===== src/rtl/adcrd_pkg.sv =====
package adcrd_pkg;
  // Ignored bits before channel 0, between channels, and after channel 1.
  localparam int LEAD_BITS = 2;
  localparam int MID_BITS  = 2;
  localparam int TAIL_BITS = 2;

  typedef enum logic [1:0] {ST_IDLE, ST_RUN, ST_HOLD} ctlState_t;

  typedef struct packed {
    logic capture;  // sample serData on this edge
    logic finish;   // last serial period ends on this edge
  } dpCtl_t;
endpackage


===== src/rtl/adcrd_ctrl.sv =====
module adcrd_ctrl
  import adcrd_pkg::*;
#(
  parameter int CLK_DIV    = 4,
  parameter int FRAME_BITS = 34,
  parameter int MIN_GAP    = 34
) (
  input  logic   clk,
  input  logic   rst,
  input  logic   startReq,
  output logic   busy,
  output logic   convOut,
  output logic   sclkOut,
  output dpCtl_t dpCtl
);
  localparam int HALF     = CLK_DIV / 2;
  localparam int PH_W     = (CLK_DIV > 2) ? $clog2(CLK_DIV) : 1;
  localparam int PER_W    = $clog2(FRAME_BITS + 1);
  localparam int GAP_W    = $clog2(MIN_GAP + 1) + 1;
  localparam int LAST_PER = FRAME_BITS;

  ctlState_t          state;
  logic [PH_W-1:0]    phase;
  logic [PER_W-1:0]   period;
  logic [GAP_W-1:0]   gapCnt;
  logic               convReg;
  logic               sclkReg;
  logic               halfPoint;
  logic               periodEnd;

  assign halfPoint = (phase == PH_W'(HALF - 1));
  assign periodEnd = (phase == PH_W'(CLK_DIV - 1));

  always_ff @(posedge clk) begin
    if (rst) begin
      state   <= ST_IDLE;
      phase   <= '0;
      period  <= '0;
      gapCnt  <= '0;
      convReg <= 1'b0;
      sclkReg <= 1'b0;
    end else begin
      case (state)
        ST_IDLE: begin
          if (startReq) begin
            state   <= ST_RUN;
            phase   <= '0;
            period  <= '0;
            gapCnt  <= '0;
            convReg <= 1'b1;
          end
        end
        ST_RUN: begin
          if (gapCnt != GAP_W'(MIN_GAP)) gapCnt <= gapCnt + 1'b1;
          if (periodEnd) begin
            sclkReg <= 1'b0;
            phase   <= '0;
            if (period == '0) convReg <= 1'b0;
            if (period == PER_W'(LAST_PER)) state <= ST_HOLD;
            else period <= period + 1'b1;
          end else begin
            if (halfPoint) sclkReg <= 1'b1;
            phase <= phase + 1'b1;
          end
        end
        ST_HOLD: begin
          if (gapCnt != GAP_W'(MIN_GAP)) gapCnt <= gapCnt + 1'b1;
          if (gapCnt >= GAP_W'(MIN_GAP - 2)) state <= ST_IDLE;
        end
        default: state <= ST_IDLE;
      endcase
    end
  end

  assign busy          = (state != ST_IDLE);
  assign convOut       = convReg;
  assign sclkOut       = sclkReg;
  assign dpCtl.capture = (state == ST_RUN) && halfPoint && (period != '0);
  assign dpCtl.finish  = (state == ST_RUN) && periodEnd && (period == PER_W'(LAST_PER));

  // Strobe spacing watcher, kept apart from the hold logic above.
  logic             convDly;
  logic             seenStrobe;
  logic [GAP_W-1:0] sinceStrobe;
  always_ff @(posedge clk) begin
    if (rst) begin
      convDly     <= 1'b0;
      seenStrobe  <= 1'b0;
      sinceStrobe <= '0;
    end else begin
      convDly <= convReg;
      if (convReg && !convDly) begin
        seenStrobe  <= 1'b1;
        sinceStrobe <= GAP_W'(1);
      end else if (sinceStrobe != GAP_W'(MIN_GAP)) begin
        sinceStrobe <= sinceStrobe + 1'b1;
      end
    end
  end


  sclk_idle_chk: assert property (@(posedge clk) disable iff (rst)
    !busy |-> !sclkOut);

  conv_in_busy_chk: assert property (@(posedge clk) disable iff (rst)
    convOut |-> busy);

  conv_from_idle_chk: assert property (@(posedge clk) disable iff (rst)
    busy && !convOut |=> !$rose(convOut));

  strobe_spacing_chk: assert property (@(posedge clk) disable iff (rst)
    (convReg && !convDly && seenStrobe) |-> (sinceStrobe >= GAP_W'(MIN_GAP)));
endmodule


===== src/rtl/adcrd_dpath.sv =====
module adcrd_dpath
  import adcrd_pkg::*;
#(
  parameter int SAMPLE_W   = 14,
  parameter int FRAME_BITS = 34
) (
  input  logic                       clk,
  input  logic                       rst,
  input  dpCtl_t                     dpCtl,
  input  logic                       serData,
  output logic signed [SAMPLE_W-1:0] ch0Out,
  output logic signed [SAMPLE_W-1:0] ch1Out,
  output logic                       validOut
);
  localparam int BIT_W     = $clog2(FRAME_BITS + 1);
  localparam int CH0_FIRST = LEAD_BITS;
  localparam int CH0_LAST  = CH0_FIRST + SAMPLE_W - 1;
  localparam int CH1_FIRST = CH0_LAST + 1 + MID_BITS;
  localparam int CH1_LAST  = CH1_FIRST + SAMPLE_W - 1;

  logic [BIT_W-1:0]    bitNo;
  logic [SAMPLE_W-1:0] ch0Sh;
  logic [SAMPLE_W-1:0] ch1Sh;
  logic                primed;
  logic                inCh0;
  logic                inCh1;

  assign inCh0 = (bitNo >= BIT_W'(CH0_FIRST)) && (bitNo <= BIT_W'(CH0_LAST));
  assign inCh1 = (bitNo >= BIT_W'(CH1_FIRST)) && (bitNo <= BIT_W'(CH1_LAST));

  always_ff @(posedge clk) begin
    if (rst) begin
      bitNo    <= '0;
      ch0Sh    <= '0;
      ch1Sh    <= '0;
      primed   <= 1'b0;
      ch0Out   <= '0;
      ch1Out   <= '0;
      validOut <= 1'b0;
    end else begin
      validOut <= 1'b0;
      if (dpCtl.capture) begin
        bitNo <= bitNo + 1'b1;
        if (inCh0) ch0Sh <= {ch0Sh[SAMPLE_W-2:0], serData};
        if (inCh1) ch1Sh <= {ch1Sh[SAMPLE_W-2:0], serData};
      end
      if (dpCtl.finish) begin
        bitNo  <= '0;
        primed <= 1'b1;
        if (primed) begin
          ch0Out   <= $signed(ch0Sh);
          ch1Out   <= $signed(ch1Sh);
          validOut <= 1'b1;
        end
      end
    end
  end

  // Count of completed frames, independent of the primed flag.
  logic [1:0] framesSeen;
  always_ff @(posedge clk) begin
    if (rst) framesSeen <= '0;
    else if (dpCtl.finish && framesSeen != 2'd3) framesSeen <= framesSeen + 1'b1;
  end


  valid_pulse_chk: assert property (@(posedge clk) disable iff (rst)
    validOut |=> !validOut);

  results_hold_chk: assert property (@(posedge clk) disable iff (rst)
    !validOut |-> ($stable(ch0Out) && $stable(ch1Out)));

  first_frame_chk: assert property (@(posedge clk) disable iff (rst)
    validOut |-> (framesSeen >= 2'd2));
endmodule


===== src/rtl/dual_adc_reader.sv =====
module dual_adc_reader
  import adcrd_pkg::*;
#(
  parameter int CLK_DIV  = 4,
  parameter int SAMPLE_W = 14,
  parameter int MIN_GAP  = 34
) (
  input  logic                       clk,
  input  logic                       rst,
  input  logic                       startReq,
  output logic                       busy,
  output logic                       convStrobe,
  output logic                       serClk,
  input  logic                       serData,
  output logic signed [SAMPLE_W-1:0] ch0Result,
  output logic signed [SAMPLE_W-1:0] ch1Result,
  output logic                       resultValid
);
  localparam int FRAME_BITS = LEAD_BITS + SAMPLE_W + MID_BITS + SAMPLE_W + TAIL_BITS;

  dpCtl_t dpCtl;

  adcrd_ctrl #(
    .CLK_DIV(CLK_DIV), .FRAME_BITS(FRAME_BITS), .MIN_GAP(MIN_GAP)
  ) ctrlInst (
    .clk(clk), .rst(rst), .startReq(startReq), .busy(busy),
    .convOut(convStrobe), .sclkOut(serClk), .dpCtl(dpCtl)
  );

  adcrd_dpath #(
    .SAMPLE_W(SAMPLE_W), .FRAME_BITS(FRAME_BITS)
  ) dpathInst (
    .clk(clk), .rst(rst), .dpCtl(dpCtl), .serData(serData),
    .ch0Out(ch0Result), .ch1Out(ch1Result), .validOut(resultValid)
  );
endmodule


===== config.mk =====
export PLATFORM = sky130hd
export DESIGN_NAME = dual_adc_reader
export DESIGN_NICKNAME = d
export VERILOG_FILES = /design/src/rtl/adcrd_pkg.sv /design/src/rtl/adcrd_ctrl.sv /design/src/rtl/adcrd_dpath.sv /design/src/rtl/dual_adc_reader.sv
export SDC_FILE = /design/constraint.sdc
export NUM_CORES = 1
export LEC_CHECK = 0
export ABC_AREA = 0
export BUFFER_PORTS_ARGS = -buffer_cell sky130_fd_sc_hd__buf_2
export CORE_MARGIN = 5
export CORE_UTILIZATION = 56
export DETAILED_ROUTE_END_ITERATION = 10
export PLACE_DENSITY_LB_ADDON = 0.2
export SLEW_MARGIN = 0
export SYNTH_ARGS = -nofsm -noshare
export SYNTH_HDL_FRONTEND = slang
export SYNTH_SLANG_ARGS = --single-unit

===== constraint.sdc =====
create_clock -name clk -period 2.34 [get_ports clk]
set_clock_uncertainty 0.05 [all_clocks]
set_input_delay 0.117 -clock clk [delete_from_list [all_inputs] [get_ports clk]]
set_output_delay 0.117 -clock clk [all_outputs]
set_load 0.01 [all_outputs]

# After elaboration in Yosys (flattened, before gate mapping)
# Cells that the tools add are included.
[word_totals]
output_inout_bits = 32
regBits = 83
wordCells = 83
[op_classes]
bitwise = 1
reduce_logical = 25
n_eq_ne = 13
muxes = 22
n_addsub = 4
n_lt_le_gt_ge = 5
[ops]
columns = ["cell", "n"]
rows = [
  ["$mux 6", 3],
  ["$mux 7", 2],
  ["$pmux 7 s2", 1],
  ["$add 6x1->6 const B", 2],
  ["$mux 2", 6],
  ["$pmux 6 s2", 1],
  ["$reduce_and 4->1", 3],
  ["$ne 2x1->1 const B", 5],
  ["$reduce_and 2->1", 5],
  ["$reduce_bool 2->1", 4],
  ["$add 7x1->7 const B", 1],
  ["$ge 7x6->1 const B", 1],
  ["$ne 7x6->1 const B", 1],
  ["$eq 6x6->1 const B", 1],
  ["$ge 6x2->1 const B", 1],
  ["$ge 6x5->1 const B", 1],
  ["$le 6x4->1 const B", 1],
  ["$le 6x5->1 const B", 1],
  ["$logic_and 1x1->1", 6],
  ["$logic_not 6->1", 1],
  ["$mux 1", 6],
  ["$pmux 2 s3", 1],
  ["$reduce_bool 6->1", 1],
  ["$reduce_or 2->1", 3],
  ["other kinds (9)", 12],
]

# Depth between registers and ports, before layout
# Gate-level depths: netlist of the first run.
[depth]
depth_word = 5
depth_mapped = 8
mapped_depth_nobuf = 6

# Modules after synthesis
# A second synthesis of the first run with hierarchy kept.
[hier_totals]
cells_unflattened = 391
hier_area_um2 = 3602.2
[by_module_without_submodules]
columns = ["mod", "n_inst", "cells_each", "area_per_inst_um2", "seq_area_each_um2"]
rows = [
  ["adcrd_dpath", 1, 254, 2401.1, 1281.2],
  ["adcrd_ctrl", 1, 137, 1201.2, 380.4],
]

# Worst setup path after synthesis of the first run
# OpenSTA, ideal clock, no wires.
[synth_timing]
path_kind = "register -> register"
start = "register ctrlInst.period[0]"
end = "register dpathInst.ch0Sh[13]"
synth_period_minus_slack_ps = 1944
n_path_buf = 1
setup_time_ps = 72
required_time_ps = 2218
path_stages_with_launch = 8
arrival_ps = 1822
setup_slack_ps = 396
path_cell_list = "dfxtp_1 inv_1 ha_1 nor2b_1 a211o_2 nor3_4 buf_8 mux2i_1"
[synth_via]
elab_chain_cells = 3
[synth_lines]
columns = ["item", "line_no", "source"]
rows = [
  ["from (decl)", "adcrd_ctrl.sv:24", "logic [PER_W-1:0] period;"],
  ["from (signal assigned)", "adcrd_ctrl.sv:60", "else period <= period + 1'b1;"],
  ["$reduce_bool 6->1", "adcrd_ctrl.sv:78", "assign dpCtl.capture = (state == ST_RUN) && halfPoint && (period != '0);"],
  ["$logic_and 1x1->1", "adcrd_ctrl.sv:78", ""],
  ["$reduce_and 2->1 (no source line)", "-", ""],
  ["to (signal assigned)", "adcrd_dpath.sv:44", "if (inCh0) ch0Sh <= {ch0Sh[SAMPLE_W-2:0], serData};"],
  ["to (decl)", "adcrd_dpath.sv:22", "logic [SAMPLE_W-1:0] ch0Sh;"],
]
# No other way between the ends.
# A chain may end at the register's enable or synchronous reset.

# Worst setup path after layout of the first run
[layout_timing]
start = "register ctrlInst.period[0]"
end = "register dpathInst.ch0Sh[6]"
# Same word-level chain as after synthesis.

==> results of run 1 <==
==> cells by family after synthesis <==
family	Yosys count	share of synthesized area
and+or+nand+nor	155	0.2050
AOI/OAI and AO/OA	93	0.1538
DFF	83	0.4694
buffers and inverters	34	0.04135
muxes	19	0.05479
adders and majority gates	13	0.04595
xor gates and xnor gates	12	0.02970
==> layout make-up <==
cell class | count | area (um^2) | share of cell area
Clock buffer | 9 | 123.9 | 0.03057
Clock inverter | 7 | 98.84 | 0.02440
Multi-Input combinational cell | 292 | 1732 | 0.4274
Tap cell | 77 | 96.34 | 0.02378
Sequential cell | 83 | 1662 | 0.4101
Inverter | 13 | 48.80 | 0.01204
Timing Repair Buffer | 45 | 290.3 | 0.07165
==> power groups by stage <==
stage | combinational, mW | clock [mW] | sequential (mW)
finish | 0.344 | 1.13 | 1.47
global route | 0.393 | 1.23 | 1.47
CTS | 0.345 | 1.15 | 1.47
detailed placement | 0.342 | 0 | 1.50
global placement | 0.334 | 0 | 1.50
floorplan | 0.251 | 0 | 1.50
==> per-layer routing <==
metal | routed length [um] | GRT usage | part of all wire
met1 | 3257 | 0.2346 | 0.49
met2 | 3130 | 0.3115 | 0.47
met3 | 263 | 0.04700 | 0.039
met4 | 46 | 0.05548 | 0.0069
met5 | 0 | 0 | 0
==> through the flow <==
step | cells | instance area, um^2 | total power [mW]
final | 526 | 4051 | 2.938
after global routing | 526 | 4051 | 3.097
after CTS | 526 | 4051 | 2.966
after detailed placement | 509 | 3819 | 1.844
after global placement | 509 | 3819 | 1.834
after floorplan | 409 | 3540 | 1.751
==> worst paths after layout <==
kind	end	startpoint	slack, ps	depth (start not counted)
max	dpathInst.ch0Sh[6]	ctrlInst.period[0]	260	7
min reg2reg	dpathInst.ch0Out[5]	dpathInst.ch0Out[5]	400	2
max reg2reg	dpathInst.ch0Sh[6]	ctrlInst.period[0]	260	7
min	dpathInst.primed	rst	110	2
==> registers in the layout, indices dropped and copies added (netlist names) <==
name                count
ctrlInst.convOut        1
ctrlInst.gapCnt         7
ctrlInst.period         6
ctrlInst.phase          2
ctrlInst.sclkOut        1
ctrlInst.state          2
dpathInst.bitNo         6
dpathInst.ch0Out       14
dpathInst.ch0Sh        14
dpathInst.ch1Out       14
dpathInst.ch1Sh        14
dpathInst.primed        1
dpathInst.validOut      1
==> cell usage in the layout, fill, tap and decap left out, types with 3 or more instances in the layout <==
master	synthesis	layout
o31ai_1	3	3
xor2_1	3	3
nand2_1	83	83
nor2b_1	3	3
mux2i_1	16	16
nor4_1	3	3
xnor2_1	9	9
buf_12	0	3
ha_1	13	13
clkbuf_8	0	9
mux2_2	3	3
nor3_1	12	12
nor2_1	16	16
o21ai_0	16	16
a21oi_1	51	51
inv_1	12	12
and2_1	5	5
a211oi_1	6	6
o211ai_1	4	4
buf_4	0	6
buf_2	6	35
dfxtp_1	83	83
nor3_4	3	3
nand3_1	18	18
==> timing repair <==
action,in CTS,in global routing
buffers inserted,0,0
hold buffers,1,0
hold endpoints to repair,2,0
==> flow_summary.json, run 1 <==
{
  "synth_area_leader_cell": "dfxtp_1",
  "ant_nets": 0,
  "clock_power_share": 0.383,
  "first_global_vias": 2648,
  "cp.required_ps": 2560,
  "nets": 461,
  "final-hold-violation-count": 0,
  "status": "finished clean",
  "synthDistinctLibCells": 45,
  "endpoint_kind": "flop",
  "cts_buffers": 9,
  "synth_top_flop_cell": "dfxtp_1",
  "core_um2": 6241,
  "finalCriticalPeriod_ps": 2082,
  "p_leak_nw": 1.496,
  "cts.repair.resized": 0,
  "clkTransAtPathRegs_ps": 80,
  "avgSynthCellArea_um2": 8.654,
  "worst_slack_ps": 258.3,
  "synth_edf_count": 0,
  "hold_ws_ps": 110.1,
  "switchingPower_mw": 0.7523,
  "routedWlPerCell_um": 12.73,
  "path_class": "flop to flop",
  "vias_per_cell": 5.399,
  "port_buffers": 35,
  "rsz0062_at_grt": "false",
  "dp_hpwl_mm": 4.589,
  "grt.total_usage": 0.1854,
  "dr.pass1.iters": 4,
  "place_congestion": 0.8438,
  "drt_iter0_markers": 120,
  "internal-power_mw": 2.185,
  "synth-seq-cells": 83,
  "crit_slowest_cell": "a211o_2",
  "powerDensity_nw_per_um2": 725.1,
  "rows": 29,
  "fin_setup_tns_ps": 0,
  "dieArea_um2": 8011,
  "hp-class": "input pin to flop",
  "power.share.switching": 0.2561,
  "syn_to_final_growth_pct": 14.46,
  "seq_area_frac_synth": 0.4694,
  "grt_overflow": 0,
  "ios": 36,
  "antenna_cells": 0,
  "yosysWarnings": 0,
  "die_h_um": 89.51,
  "drt-total-wl_mm": 6.698,
  "synth_top_area_frac": 0.4694,
  "drc": 0,
  "synth_fp_nets": 426,
  "pwr-share-seq": 0.500,
  "cp_data_arrival_time_ps": 2300,
  "htree_num_levels": 3,
  "vias": 2840,
  "tritoncts": "done",
  "path_cells": "inv_1 > ha_1 > nor2b_1 > a211o_2 > nor3_4 > buf_12 > mux2i_1",
  "final_core_util": 0.6492,
  "critPathMaxFanout": 15,
  "fill_cells": 545,
  "synth.area.top_cells": "dfxtp_1, nand2_1, a21oi_1, ha_1, mux2i_1",
  "chipWidth_um": 89.51,
  "grt_max_degree": 42,
  "drive_gt1_frac": 0.1537,
  "setup_viol": 0,
  "startpoint_type": "flop",
  "grt_pass1_wl_mm": 11.73,
  "crit_family": "compound AO/OA/AOI/OAI gates",
  "crit_buf_inv": 2,
  "synth_common_cells": "dfxtp_1, nand2_1, a21oi_1, nand3_1",
  "max_freq_mhz": 480.4,
  "clock_sinks": 83,
  "comb_power_share": 0.117,
  "clockBufferDepth": 2,
  "period_share": 0.8896,
  "max_stage_delay_ps": 470,
  "start_util": 0.5672,
  "maxCapViolCount": 0,
  "ir_drop_mv": 0.4887,
  "tightest_slew_ps": 507.3,
  "antenna_found_initial": 0,
  "dp_slack_ps": 292.3,
  "timing.slew.headroom": 0.6618,
  "insertion_delay_ps": 340,
  "syn_inst": 409,
  "slew_viol_final": 0,
  "async_flop_share": 0,
  "syn_area_um2": 3540,
  "root_buffer": "clkbuf_8"
}
No activity file was read; power rests on OpenSTA's default activity.
==> run 2, diff against run 1 <==
Clock period 2.34 ns to 2.2 ns, I/O delays scaled along.
==> run 2 against run 1 <==
Against the previous run:
- wire length up 2.7%
- clock power up 7%
- sequential share of layout area up 0.10 points
- register-to-register slack worse by 20 ps
- critical endpoint is now dpathInst.ch0Sh[8]
- setup slack worse by 22 ps
- largest cell class unchanged
- sequential power up 6%
- clock-buffer cell count unchanged
- critical path type unchanged
- core utilization down 0.16 points
- first-iteration DRC count up 8.3%
- cell count up 0.38%
- global-route usage up 0.30 points
- sequential cell count unchanged
==> flow_summary.json, run 2 (same netlist as run 1, synthesis figures left out) <==
{
  "routedWlPerCell_um": 13.03,
  "setup_viol": 0,
  "status": "finished clean",
  "layout_common_cells": "nand2_1, dfxtp_1, a21oi_1, buf_2, nand3_1",
  "worstHoldPathCells": 2,
  "cts.repair.resized": 0,
  "period_share": 0.8924,
  "worst_r2r_endpoint": "dpathInst.ch0Sh[8]",
  "timing.slew.headroom": 0.6611,
  "crit_buf_inv": 2,
  "whs_endpoint": "dpathInst.primed",
  "reg2reg_slack_ps": 240,
  "clockBufferDepth": 2,
  "syn_to_final_growth_pct": 14.17,
  "nets": 463,
  "vias": 2847,
  "drc": 0,
  "tritoncts": "done",
  "critPathMaxFanout": 14,
  "maxCapViolCount": 0,
  "finalCriticalPeriod_ps": 1963,
  "ios": 36,
  "final-hold-violation-count": 0,
  "rsz0062_at_grt": "false",
  "place_congestion": 0.8264,
  "dp_hpwl_mm": 4.778,
  "path_cells": "inv_1 > ha_1 > nor2b_1 > a211o_2 > nor3_4 > buf_12 > mux2i_1",
  "powerDensity_nw_per_um2": 775.4,
  "slew_viol_final": 0,
  "max_freq_mhz": 509.3,
  "core_um2": 6241,
  "clkTransAtPathRegs_ps": 90,
  "cp.required_ps": 2420,
  "path_class": "flop to flop",
  "crit_slowest_cell": "dfxtp_1",
  "crit_family": "flip-flops",
  "root_buffer": "clkbuf_8",
  "port_buffers": 35,
  "vias_per_cell": 5.392,
  "rows": 29,
  "reg2reg_depth": 7,
  "p_leak_nw": 1.495,
  "grt_overflow": 0,
  "dr.pass1.iters": 4,
  "drt_iter0_markers": 130,
  "start_util": 0.5672,
  "worst_slack_ps": 236.7,
  "antenna_found_initial": 0,
  "fill_cells": 556,
  "grt_pass1_wl_mm": 11.89,
  "insertion_delay_ps": 340,
  "die_h_um": 89.51,
  "drt-total-wl_mm": 6.879,
  "cts_buffers": 9,
  "rr_startpoint": "ctrlInst.period[1]",
  "cp_data_arrival_time_ps": 2180,
  "endpoint_kind": "flop",
  "startpoint_type": "flop",
  "antenna_cells": 0,
  "chipWidth_um": 89.51,
  "ant_nets": 0,
  "clock_sinks": 83,
  "drive_gt1_frac": 0.1574,
  "dieArea_um2": 8011,
  "htree_num_levels": 3,
  "max_stage_delay_ps": 420,
  "dp_slack_ps": 260.0,
  "grt.total_usage": 0.1884,
  "ir_drop_mv": 0.5742,
  "grt_max_degree": 41,
  "worstHoldStart": "rst",
  "hold_ws_ps": 111.1,
  "fin_setup_tns_ps": 0,
  "hp-class": "input pin to flop",
  "tightest_slew_ps": 503.7,
  "first_global_vias": 2647
}
==> run 2: cell types whose count changed in the layout (fill, tap and decap cells not counted), sizes merged <==
| cell | previous run | this run |
|---|---|---|
| buf | 44 | 46 |
==> run 2: how the worst max path moves through the flow <==
| stage | to | slack [ps] | cells after the start | start |
|---|---|---|---|---|
| 2_1_floorplan | dpathInst.ch0Sh[13] | 260 | 7 | ctrlInst.period[0] |
| 3_3_place_gp | ctrlInst.period[5] | 320 | 6 | ctrlInst.state[0] |
| 3_5_place_dp | dpathInst.ch0Sh[8] | 260 | 7 | ctrlInst.period[0] |
| 4_1_cts | dpathInst.ch0Sh[8] | 240 | 7 | ctrlInst.period[0] |
| 5_1_grt | dpathInst.ch0Sh[13] | 100 | 7 | ctrlInst.state[1] |
| 6_report | dpathInst.ch0Sh[8] | 240 | 7 | ctrlInst.period[1] |
==> run 2: per-layer routing <==
metal  GRT usage  vias up  part of all wire
li1            -     1487                 -
met1      0.2399     1299              0.47
met2      0.3115       55              0.48
met3     0.04516        6             0.041
met4     0.06631        0             0.011
met5           0        -                 0
==> run 2: worst register-to-register path, stage by stage (launching register included) <==
cell     delay (ps)
dfxtp_1         420
inv_1            60
ha_1            210
nor2b_1         180
a211o_2         380
nor3_4          200
buf_12          180
mux2i_1         200
==> run 2: per-stage QoR <==
stage / power, mW / utilization / instance area (um^2) / cells
2_1_floorplan: 1.862 / - / 3540 / 409
3_3_place_gp: 1.942 / 0.6103 / 3809 / 511
3_5_place_dp: 1.952 / 0.6103 / 3809 / 511
4_1_cts: 3.166 / 0.6476 / 4041 / 528
5_1_grt: 3.297 / 0.6476 / 4041 / 528
6_report: 3.134 / 0.6476 / 4041 / 528
==> run 2: report_power, final <==
group,leakage (nW),total (mW),switching (mW),internal (mW)
Sequential,0.669,1.56,0.0291,1.53
Clock,0.110,1.21,0.563,0.647
Combinational,0.716,0.362,0.224,0.138
Total,1.50,3.13,0.816,2.32
==> run 2: layout make-up <==
cell class	instances	area [um^2]	share of cell area
timing repair buffer	47	280.3	0.06935
clock buffer	9	123.9	0.03065
multi-input combinational	292	1732	0.4285
clock inverter	7	98.84	0.02446
inverter	13	48.80	0.01207
tap	77	96.34	0.02384
sequential	83	1662	0.4111
==> run 2: timing repair <==
action	CTS	global route
hold buffers	1	0
setup buffers	0	0
hold endpoints to repair	2	0
setup endpoints to repair	0	0
